===== src/rtl/lock_pkg.sv =====
package lock_pkg;

  localparam int STATE_W = 3;

  typedef enum logic [STATE_W-1:0] {
    ST_IDLE  = 3'b000,
    ST_FIRST = 3'b001,
    ST_OPEN  = 3'b010,
    ST_ERR   = 3'b100
  } lock_state_e;

  typedef struct packed {
    logic unlock;
    logic fault;
  } lock_out_s;

  // Next state from the current state and the qualified inputs.
  function automatic lock_state_e step_state(lock_state_e cur, logic rst,
                                             logic en, logic m1, logic m2);
    lock_state_e nxt;
    if (rst) begin
      nxt = ST_IDLE;
    end else begin
      unique case (cur)
        ST_IDLE:  nxt = !en ? ST_IDLE  : (m1 ? ST_FIRST : ST_ERR);
        ST_FIRST: nxt = !en ? ST_FIRST : (m2 ? ST_OPEN  : ST_ERR);
        ST_OPEN:  nxt = ST_OPEN;
        ST_ERR:   nxt = ST_ERR;
        default:  nxt = ST_IDLE;
      endcase
    end
    return nxt;
  endfunction

  // Mealy outputs: depend on the current state and the current inputs.
  function automatic lock_out_s mealy_out(lock_state_e cur, logic rst,
                                          logic en, logic m1, logic m2);
    lock_out_s o;
    o = '0;
    if (!rst) begin
      unique case (cur)
        ST_IDLE:  o.fault  = en & ~m1;
        ST_FIRST: begin
          o.unlock = en & m2;
          o.fault  = en & ~m2;
        end
        ST_OPEN:  o.unlock = 1'b1;
        ST_ERR:   o.fault  = 1'b1;
        default:  o = '0;
      endcase
    end
    return o;
  endfunction

endpackage


===== src/rtl/code_match.sv =====
module code_match #(
  parameter int              CODE_W = 2,
  parameter logic [CODE_W-1:0] VALUE  = '0
) (
  input  logic [CODE_W-1:0] code,
  output logic              hit
);
  always_comb hit = (code == VALUE);
endmodule


===== src/rtl/lock_next_logic.sv =====
module lock_next_logic
  import lock_pkg::*;
(
  input  lock_state_e cur,
  input  logic        rst,
  input  logic        en,
  input  logic        m1,
  input  logic        m2,
  output lock_state_e nxt,
  output logic        unlock,
  output logic        fault
);
  lock_out_s outs;

  always_comb begin
    nxt    = step_state(cur, rst, en, m1, m2);
    outs   = mealy_out(cur, rst, en, m1, m2);
    unlock = outs.unlock;
    fault  = outs.fault;
  end
endmodule


===== src/rtl/lock_state_reg.sv =====
module lock_state_reg #(
  parameter int W = 3
) (
  input  logic         clk,
  input  logic         aclr,
  input  logic [W-1:0] d,
  output logic [W-1:0] q
);
  for (genvar gi = 0; gi < W; gi++) begin : g_bit
    always_ff @(posedge clk or posedge aclr) begin
      if (aclr) q[gi] <= 1'b0;
      else      q[gi] <= d[gi];
    end
  end
endmodule


===== src/rtl/serial_lock_ctrl.sv =====
module serial_lock_ctrl
  import lock_pkg::*;
#(
  parameter int                CODE_W     = 2,
  parameter logic [CODE_W-1:0] FIRST_NUM  = 2'b01,
  parameter logic [CODE_W-1:0] SECOND_NUM = 2'b11
) (
  input  logic              clk,
  input  logic              ff_clear,
  input  logic              rst_btn,
  input  logic              enter,
  input  logic [CODE_W-1:0] code,
  output logic              open_o,
  output logic              error_o
);
  localparam int NUM_STEPS = 2;
  localparam logic [CODE_W-1:0] STEP_VAL [NUM_STEPS] = '{FIRST_NUM, SECOND_NUM};

  if (FIRST_NUM == SECOND_NUM) begin : g_bad_combo
    $error("serial_lock_ctrl: the two combination numbers must differ");
  end

  // Comparator stage: one match flag per combination step.
  logic [NUM_STEPS-1:0] step_hit;
  for (genvar gi = 0; gi < NUM_STEPS; gi++) begin : g_cmp
    code_match #(.CODE_W(CODE_W), .VALUE(STEP_VAL[gi])) u_cmp (
      .code (code),
      .hit  (step_hit[gi])
    );
  end

  logic [STATE_W-1:0] state_q;
  lock_state_e        state_cur;
  lock_state_e        state_nxt;
  logic               unlock_w;
  logic               fault_w;

  always_comb state_cur = lock_state_e'(state_q);

  lock_next_logic u_logic (
    .cur    (state_cur),
    .rst    (rst_btn),
    .en     (enter),
    .m1     (step_hit[0]),
    .m2     (step_hit[1]),
    .nxt    (state_nxt),
    .unlock (unlock_w),
    .fault  (fault_w)
  );

  lock_state_reg #(.W(STATE_W)) u_state (
    .clk  (clk),
    .aclr (ff_clear),
    .d    (state_nxt),
    .q    (state_q)
  );

  assign open_o  = unlock_w;
  assign error_o = fault_w;

  // Assertions next to the state register they guard.
  p_legal_state_r1: assert property (@(posedge clk) disable iff (ff_clear)
    $onehot0(state_q));

  p_one_output_r9: assert property (@(posedge clk) disable iff (ff_clear)
    !(open_o && error_o));

  p_reset_idle_r7: assert property (@(posedge clk) disable iff (ff_clear)
    rst_btn |=> (state_cur == ST_IDLE));

  p_hold_no_enter_r8: assert property (@(posedge clk) disable iff (ff_clear)
    (!enter && !rst_btn) |=> $stable(state_q));

  p_err_sticky_r6: assert property (@(posedge clk) disable iff (ff_clear)
    (state_cur == ST_ERR && !rst_btn) |=> (state_cur == ST_ERR));

  p_open_sticky_r10: assert property (@(posedge clk) disable iff (ff_clear)
    (state_cur == ST_OPEN && !rst_btn) |=> (state_cur == ST_OPEN));

  p_second_ok_r3: assert property (@(posedge clk) disable iff (ff_clear)
    (state_cur == ST_FIRST && enter && !rst_btn && code == SECOND_NUM)
      |=> (state_cur == ST_OPEN));

  p_first_bad_r4: assert property (@(posedge clk) disable iff (ff_clear)
    (state_cur == ST_IDLE && enter && !rst_btn && code != FIRST_NUM)
      |=> (state_cur == ST_ERR));

endmodule


===== config.mk =====
export PLATFORM = sky130hd
export DESIGN_NAME = serial_lock_ctrl
export DESIGN_NICKNAME = d
export VERILOG_FILES = /design/src/rtl/lock_pkg.sv /design/src/rtl/code_match.sv /design/src/rtl/lock_next_logic.sv /design/src/rtl/lock_state_reg.sv /design/src/rtl/serial_lock_ctrl.sv
export SDC_FILE = /design/constraint.sdc
export NUM_CORES = 1
export LEC_CHECK = 0
export BUFFER_PORTS_ARGS = -buffer_cell sky130_fd_sc_hd__buf_4
export CORE_AREA = 2 2 39 41
export CTS_CLUSTER_DIAMETER = 30
export CTS_CLUSTER_SIZE = 16
export DETAILED_ROUTE_END_ITERATION = 10
export DIE_AREA = 0 0 41 43
export SLEW_MARGIN = 10
export SYNTH_ARGS = -nofsm -noshare
export SYNTH_HDL_FRONTEND = slang
export SYNTH_SLANG_ARGS = --single-unit

===== constraint.sdc =====
create_clock -name clk -period 1.8 [get_ports clk]
set_clock_uncertainty 0.1 [all_clocks]
set_input_delay 0.36 -clock clk [delete_from_list [all_inputs] [get_ports clk]]
set_output_delay 0.36 -clock clk [all_outputs]
set_load 0.1 [all_outputs]

; ---- After elaboration in Yosys (flattened, before gate mapping)
; Cells that the tools add are included.
[totals]
ff_bits = 3
inputBits = 6
output_inout_bits = 2
word_cells = 23
[op_classes]
n_eq_ne = 5
mux = 9
bitwise = 5
n_reduce_logical = 1
[op_table]
columns = cell, n
row1 = $mux 3, 5
row2 = $pmux 3 s4, 1
row3 = $and 1x1->1, 3
row4 = $eq 3x1->1 const B, 1
row5 = $eq 3x2->1 const B, 1
row6 = $eq 3x3->1 const B, 1
row7 = $logic_not 3->1, 1
row8 = $pmux 1 s3, 1
row9 = $eq 2x1->1 const B, 1
row10 = $eq 2x2->1 const B, 1
row11 = $mux 2, 1
row12 = $not 1->1, 2
row13 = $pmux 1 s2, 1

; ---- Depth between registers and ports, before layout
[depth]
depth_word = 5
ltp_mapped = 3
depth_no_buf = 3

; ---- Cells and area by module
; Synthesis repeated with hierarchy kept, for this count alone.
[hier_totals]
hier_cells = 20
area_unflattened_um2 = 193.9
[by_module_without_submodules]
columns = mod, n_inst, cells_per_inst, area_per_inst_um2, seq_area_each_um2
row1 = lock_next_logic, 1, 14, 95.1, 0.0
row2 = lock_state_reg, 1, 4, 78.8, 75.1
row3 = code_match (g_cmp[0].u_cmp), 1, 1, 13.8, 0.0
row4 = code_match (g_cmp[1].u_cmp), 1, 1, 6.3, 0.0

; ---- Least setup slack after synthesis
; Ideal clock, no wire load.
[synth_path]
path_kind = flip-flop to output port
from = register u_state.q[2]
to = output error_o
arrival_time_ns = 5.323
required_time_ns = 1.340
path_slack_ns = -3.983
stages_incl_launch_ff = 4
n_path_buf = 0
cell_sequence = dfrtp_1 -> nor3_1 -> a21o_1 -> a2111oi_0
[synth_between]
elab_chain_len = 3
word_cells_on_any_way = 5
classes_between = 2 x eq/ne / 2 x mux / 1 x reduce/logical
[synth_lines]
columns = element, line_no
row1 = from (decl), lock_state_reg.sv:7  ; output logic [W-1:0] q
row2 = "from (signal, indexed assignment)", lock_state_reg.sv:12  ; else q[gi] <= d[gi];
row3 = "$eq 3x3->1, or another cell as far along", lock_pkg.sv:41  ; unique case (cur)
row4 = $pmux 1 s3 *, lock_pkg.sv:41
row5 = $mux 2 *, lock_pkg.sv:40  ; if (!rst) begin
row6 = to (decl), serial_lock_ctrl.sv:14  ; output logic error_o
; Every way passes the cells marked *; elsewhere a longest branch is shown, timed or not.

; ---- Worst setup path in the final report
[layout_path]
from = register u_state.q[0]
to = output error_o
; Same word-level chain as after synthesis.

==> flow_summary.yaml <==
synth:
  yosysTopAreaCell: "dfrtp_1"
  synth-seq-cells: 3
  ys_seq_area_share_pct: 43.5
  yosys-top-cells-count: "dfrtp_1, nor3_1, a2111oi_0, inv_1"
  synthXorXnorAreaFrac_pct: 0
  synthTopCellsByArea: "dfrtp_1, a2111oi_0, nor3_1"
  synth-simple-area-share_pct: 23.2
  syn-cell-area_um2: 173
  yosysTopAreaCellShare_pct: 43.5
  synth_compound_area_share_pct: 23.2
  synth_edf_count: 0
  ys_types: 12
  synth_top_family_by_area: "compound AO/OA/AOI/OAI gates"
  synth_fp_nets: 24
  ys.flop_type: "dfrtp_1"
  synthAdderAreaFrac_pct: 0
  avgSynthCellArea_um2: 9.59
  async_flop_share_pct: 100
  muxShareOfSynthArea_pct: 5.80
  yosys_warnings: 0
  synthCells: 18
cells_and_area:
  largest_register: "u_state.q"
  largest_register_ffs: 3
  area_growth_pct: 109
  nets: 40
  finalInstanceArea_um2: 362
  regArea_um2: 75.1
  instances_no_fill: 49
  top_regs: "u_state.q: 3 flops"
  num-fill-cells: 159
  diodes: 0
  multi_input_area_um2: 131
  drive_above_1_share_pct: 54.5
floorplanning:
  ios: 8
  die_h_um: 43
  rows: 14
  core_um2: 1380
  die_w_um: 41
  start_util_pct: 12.5
  dieArea_um2: 1760
place:
  portBuffers: 7
  dp.cells: 43
  postPlaceCellArea_um2: 290
  dp_hpwl_um: 348
  gp_routability_congestion: 0.690
clock_tree:
  cts_made_buffers: 3
  clockRootBuffer: "clkbuf_4"
  clk_latency_ns: 0.23
  cts.sinks: 3
  clkTransAtPathRegs_ns: 0.04
  cts_max_level: 1
  cts.path.max_buffers: 2
  cts_tree: "yes"
global_routing:
  grt_overflow: 0
  antenna_found_initial: 0
  grt_usage_pct: 7.88
  grt_pass1_vias: 234
  grt_pass1_wl_um: 876
  grt_max_degree: 7
setup_path:
  worstPathArrival_ns: 1.46
  critPathMaxFanout: 6
  crit_type: "flop to primary output"
  worst_setup_path_end_kind: "primary output"
  crit_required_ns: 1.34
  startpoint_type: "flop"
route:
  drt_iter0_drc: 0
  drc: 0
  wire_per_inst_um: 10.4
  wirelength_um: 511
  via_per_inst: 3.98
  antenna_left: 0
  vias: 195
  drtPass1Iterations: 1
timing:
  finalCritPeriodShare_pct: 107
  fin_tns_setup_ns: -0.146
  rsz0062_at_grt: "true"
  layout_min_cycle_time_ns: 1.92
  layout_setup_ws_ns: -0.123
  whs_ns: 0.257
  setup_violations: 2
  tightest_slew_ns: 0.395
  slew_headroom_pct: 73.0
  max_freq_ghz: 0.520
  slew_viol_final: 0
  finalHoldViolations: 0
outcome:
  status: "finished with violations"
  violations: "negative setup slack"
power:
  power.total_mw: 0.257
  p_per_area_nw_per_um2: 711
  total_leakage_power_nw: 0.154
  peakVddDrop_mv: 0.184
min_path:
  min_path_type: "primary input to flop"
flow_run:
  drv_cap: 0
-- layout make-up --
type	count	share of cell area (%)
Timing Repair Buffer	11	28.0
Multi-Input combinational cell	13	36.3
Tap cell	16	5.54
Clock buffer	4	7.27
Sequential cell	3	20.8
Inverter	2	2.08
-- stage by stage --
| stage | worst slack, ns | util (%) |
|---|---|---|
| after floorplan | -0.501 | - |
| after global placement | 0.0204 | 21.0 |
| after detailed placement | 0.0209 | 21.0 |
| after CTS | -0.122 | 26.1 |
| after global routing | -0.189 | 26.1 |
| final | -0.123 | 26.1 |
-- where the power goes --
part / switching [mW] / internal, mW
Clock: 0.0362 / 0.0832
Sequential: 0.00309 / 0.0705
Combinational: 0.0359 / 0.0284
Total: 0.0752 / 0.182
-- cell usage in the layout (no fill, tap or decap), types with 2 or more instances in the layout --
cell type,n
dfrtp_1,3
buf_4,8
clkbuf_4,3
nor3_1,2
-- path summary, 6_finish.rpt --
check / slack, ns / to / from / cells past startpoint
setup / recovery: -0.12 / error_o / u_state.q[0]$_DFF_PP0_ / 4
hold / removal: 0.26 / u_state.q[1]$_DFF_PP0_ / rst_btn / 2
setup reg to reg: 0.46 / u_state.q[2]$_DFF_PP0_ / u_state.q[0]$_DFF_PP0_ / 3
hold reg to reg: 0.48 / u_state.q[0]$_DFF_PP0_ / u_state.q[1]$_DFF_PP0_ / 2
max in group asynchronous: 1.02 / u_state.q[0]$_DFF_PP0_ / ff_clear / 3
min in group asynchronous: 0.45 / u_state.q[1]$_DFF_PP0_ / ff_clear / 3
-- per-layer routing --
layer / track usage [%] / vias to the layer above / part of all wire (%)
met5: 0 / - / 0
met4: 6.00 / 0 / 0
met3: 3.66 / 0 / 8.4
met2: 11.6 / 5 / 52
met1: 8.20 / 90 / 39
li1: - / 100 / -
-- worst max-delay path, cell delays in order (launching register included) --
cell       delay, ns
dfrtp_1         0.41
nor3_1          0.06
a21o_1          0.19
a2111oi_4       0.30
buf_6           0.27
-- logic make-up after synthesis --
group / count (synthesis)
simple gates: 7
mux: 1
buf+inv: 2
compound gates: 5
flops: 3
-- repair_timing --
item / CTS / global route
endpoints found under the setup margin: 2 / 2
gates resized for setup: 6 / 1
endpoints found under the hold margin: 3 / 0
hold buffers: 1 / 0
buffers inserted: 1 / 0
pin swaps: 1 / 0
Note: power is estimated with default switching activity, not from simulation.
